==> config.mk <==
export PLATFORM = sky130hd
export DESIGN_NAME = rom_bank_mapper
export DESIGN_NICKNAME = d
export VERILOG_FILES = /design/src/rtl/rom_bank_mapper.sv
export SDC_FILE = /design/constraint.sdc
export NUM_CORES = 1
export LEC_CHECK = 0
export ABC_AREA = 0
export BUFFER_PORTS_ARGS = -buffer_cell sky130_fd_sc_hd__buf_4
export CORE_AREA = 2 2 39 41
export CTS_BUF_LIST = sky130_fd_sc_hd__clkbuf_8
export CTS_CLUSTER_SIZE = 24
export DETAILED_ROUTE_END_ITERATION = 12
export DIE_AREA = 0 0 41 43
export PLACE_DENSITY_LB_ADDON = 0.1
export SETUP_SLACK_MARGIN = 0.4
export SYNTH_ARGS = -nofsm -noshare
export SYNTH_HDL_FRONTEND = slang
export SYNTH_SLANG_ARGS = --single-unit
==> constraint.sdc <==
create_clock -name clk -period 1.8 [get_ports clk]
set_input_delay 0.36 -clock clk [delete_from_list [all_inputs] [get_ports clk]]
set_output_delay 0.36 -clock clk [all_outputs]
set_load 0.01 [all_outputs]
==> src/rtl/rom_bank_mapper.sv <==
module rom_bank_mapper #(
  parameter int          CPU_AW   = 21,
  parameter int          OFS_W    = 19,
  parameter int          BANK_W   = 2,
  parameter logic [20:0] TRIG_BASE = 21'h001FF0
) (
  input  logic                    clk,
  input  logic                    rst_n,
  input  logic [CPU_AW-1:0]       cpu_addr,
  input  logic                    cpu_wr_n,
  output logic                    cart_sel_n,
  output logic                    rom_en_n,
  output logic [BANK_W+OFS_W-1:0] rom_addr
);

  localparam int ROM_AW = BANK_W + OFS_W;
  localparam int HALF_B = OFS_W;
  localparam int TOP_B  = CPU_AW - 1;

  logic [BANK_W-1:0] bank_q;
  logic              in_cart;
  logic              trig_hit;
  logic              trig_wr;

  assign in_cart  = ~cpu_addr[TOP_B];
  assign trig_hit = cpu_addr[CPU_AW-1:BANK_W] == TRIG_BASE[CPU_AW-1:BANK_W];
  assign trig_wr  = in_cart & ~cpu_wr_n & trig_hit;

  always_ff @(posedge clk or negedge rst_n) begin
    if (!rst_n)       bank_q <= '0;
    else if (trig_wr) bank_q <= cpu_addr[BANK_W-1:0];
  end

  assign cart_sel_n = ~in_cart;
  assign rom_en_n   = ~(in_cart & cpu_wr_n);
  assign rom_addr   = cpu_addr[HALF_B] ? {bank_q, cpu_addr[OFS_W-1:0]}
                                       : {{BANK_W{1'b0}}, cpu_addr[OFS_W-1:0]};

  assert_outside_idle_R1: assert property (@(posedge clk) disable iff (!rst_n)
    cpu_addr[TOP_B] |-> (cart_sel_n && rom_en_n));

  assert_fixed_half_R2: assert property (@(posedge clk) disable iff (!rst_n)
    (!cpu_addr[TOP_B] && !cpu_addr[HALF_B]) |-> (rom_addr[ROM_AW-1:OFS_W] == '0));

  assert_bank_load_R4: assert property (@(posedge clk) disable iff (!rst_n)
    (!cpu_addr[TOP_B] && !cpu_wr_n && cpu_addr[CPU_AW-1:BANK_W] == TRIG_BASE[CPU_AW-1:BANK_W])
    |=> (bank_q == $past(cpu_addr[BANK_W-1:0])));

  assert_bank_hold_R6: assert property (@(posedge clk) disable iff (!rst_n)
    (cpu_wr_n || cpu_addr[TOP_B] || cpu_addr[CPU_AW-1:BANK_W] != TRIG_BASE[CPU_AW-1:BANK_W])
    |=> $stable(bank_q));

  assert_write_no_enable_R9: assert property (@(posedge clk) disable iff (!rst_n)
    !cpu_wr_n |-> rom_en_n);

endmodule

==> impl_metrics.yaml <==
global_routing:
  overflow: 0
  gr-usage-met2_pct: 15.9
  grt_pass1_wl_um: 1140
  grt_pass1_vias: 305
  met3_usage_pct: 5.24
  grt.total_usage_pct: 10.4
  antenna_found_initial: 0
  busiest_layer: "met2"
  grt_start_max_net_pins: 4
  grt_util_met1_pct: 9.00
layout:
  num_antenna_cells: 0
  drive_gt1_share_pct: 84.4
  top_regs: "bank_q x2"
  largest_reg_flops: 2
  multiInputGateArea_um2: 133
  regMostFlops: "bank_q"
  nNetsFinal: 90
  area_growth_syn_to_layout_pct: 98.0
  seq_area_um2: 50.0
  utilization_pct: 44.4
  fillers: 132
cts:
  clk_pin_slew_ps: 30
  cts.sinks: 2
  cts_inserted_buffers: 3
  htree_levels: 1
  cts_setup_buffers: 0
  clockRootBuffer: "clkbuf_8"
  cts_tree: "done"
  clockBufferDepth: 2
  clock_latency_ps: 200
detailed_routing:
  drt-total-wl_um: 805
  antenna_left: 0
  via_count: 337
  drtIter0Drc: 1
  wl_per_cell_um: 10.1
  drc_errors: 0
  first_pass_iters: 2
  vias_per_cell: 4.21
timing:
  skew_ps: 0
  hold_viol_final: 0
  finalSetupViolCount: 0
  slew_headroom_pct: 81.2
  max_clock_freq_mhz: 689
  drv_slew: 0
  worst_pin_slew_ps: 280
  fin_crit_sh_pct: 80.6
  timing.final.crit_period_ps: 1450
  rsz0062_at_grt: "yes"
  tns_ps: 0
pwr:
  power_leakage_nw: 0.330
  powerDensity_nw_per_um2: 527
  ir_drop_uv: 425
  totalPowerFinal_w: 0.000324
min_path:
  min_path_type: "in -> reg"
place:
  gp_congestion: 0.597
  portBuffers: 46
synthesis:
  netlist_instances: 34
  syn_area_per_cell_um2: 9.13
  ys_seq_area_share_pct: 16.1
  ys_ff_latch: 2
  synth_warnings: 0
  synth.distinct_cells: 11
  netlist_area_um2: 310
  syn_nets: 58
floorplanning:
  die_h_um: 43
  start_util_pct: 22.4
  core_area_um2: 1380
  std_cell_rows: 14
  die_w_um: 41
  dieArea_um2: 1760
  io-pin-count: 47
critical_path:
  setup.worst_path.start_class: "primary input"
  required_ps: 1880
  arrival_ps: 1530
  path_class: "in -> reg"
  crit_path_end_kind: "flip-flop"
  r2r_setup_slack_ps: 1050
  crit_fanout: 2
run:
  max_cap_viol_count: 0
outcome:
  status: "finished, final reports clean"
[cells in the final DEF, fill, tap and decap left out, drive strengths merged]
master and count:
dfrtp 2, nand4b 2, mux2 2, or4 1, buf 46, clkbuf 3, dlygate4sd3 1, nor2 1
nand4 1, nor4b 1, nor4 1, and2 2, nand2b 1
[synthesized netlist by cell type (all sizes together)]
library cell | number | area share [%]
nor4b | 1 | 2.8
nand2b | 1 | 2.0
and2 | 2 | 4.0
nor4 | 1 | 6.9
nor2 | 1 | 1.2
dfrtp | 2 | 16
mux2 | 2 | 7.3
nand4 | 1 | 2.0
or4 | 1 | 3.6
nand4b | 2 | 5.6
buf | 20 | 48
[critical path: stages]
cell and delay [ps]:
buf_6 90, or4_4 530, nor4_4 210, mux2_4 330
[metrics by stage]
step	std cells	hold slack, ps	area, um^2	setup WS, ps
floorplan	34	64.4	310	287
global placement	76	145	526	87.9
detailed placement	76	145	526	57.3
CTS	80	403	592	268
global route	80	398	614	292
finish	80	407	614	349
[layout make-up]
class	instances	area share (%)
repair buffers	47	60.3
multi-input cells	12	21.6
flip-flops and latches	2	8.15
clock buffers	3	6.72
well taps	16	3.26
[path summary, 6_finish.rpt]
| check | to | cells after the start | startpoint |
|---|---|---|---|
| setup / recovery | bank_q[0] | 4 | cpu_addr[16] |
| hold / removal | bank_q[1] | 2 | cpu_addr[1] |
| setup reg to reg | bank_q[1] | 1 | bank_q[1] |
| hold reg to reg | bank_q[0] | 1 | bank_q[0] |
| max in group asynchronous | bank_q[0] | 2 | rst_n |
| min in group asynchronous | bank_q[1] | 2 | rst_n |
[metal layers]
metal	part of all wire, %	up-vias
met1	26	152
met2	55	27
met3	18	2
met5	0	-
li1	-	156
met4	0.99	0
[what timing repair did]
action | in CTS | in global routing
resized for setup | 4 | 4
hold buffers | 1 | 0
pin swaps | 3 | 3
setup endpoints to repair | 2 | 2
endpoints found under the hold margin | 2 | 0
[kinds of logic (layout without fill, tap and decap cells)]
family                 after synthesis  count (layout)  share of synthesized area (%)
DFF                                  2               2                           16.1
muxes                                2               2                           7.26
buffers and inverters               20              50                           48.4
and+or+nand+nor                     10              10                           28.2
[power breakdown]
group | internal (W) | switching (W) | leakage [nW] | total [W]
clock | 0.000141 | 0.0000295 | 0.0216 | 0.000170
sequential | 0.0000454 | 0.00000000101 | 0.0280 | 0.0000454
combinational | 0.0000695 | 0.0000387 | 0.280 | 0.000108
Note: power is estimated with default switching activity, not from simulation.
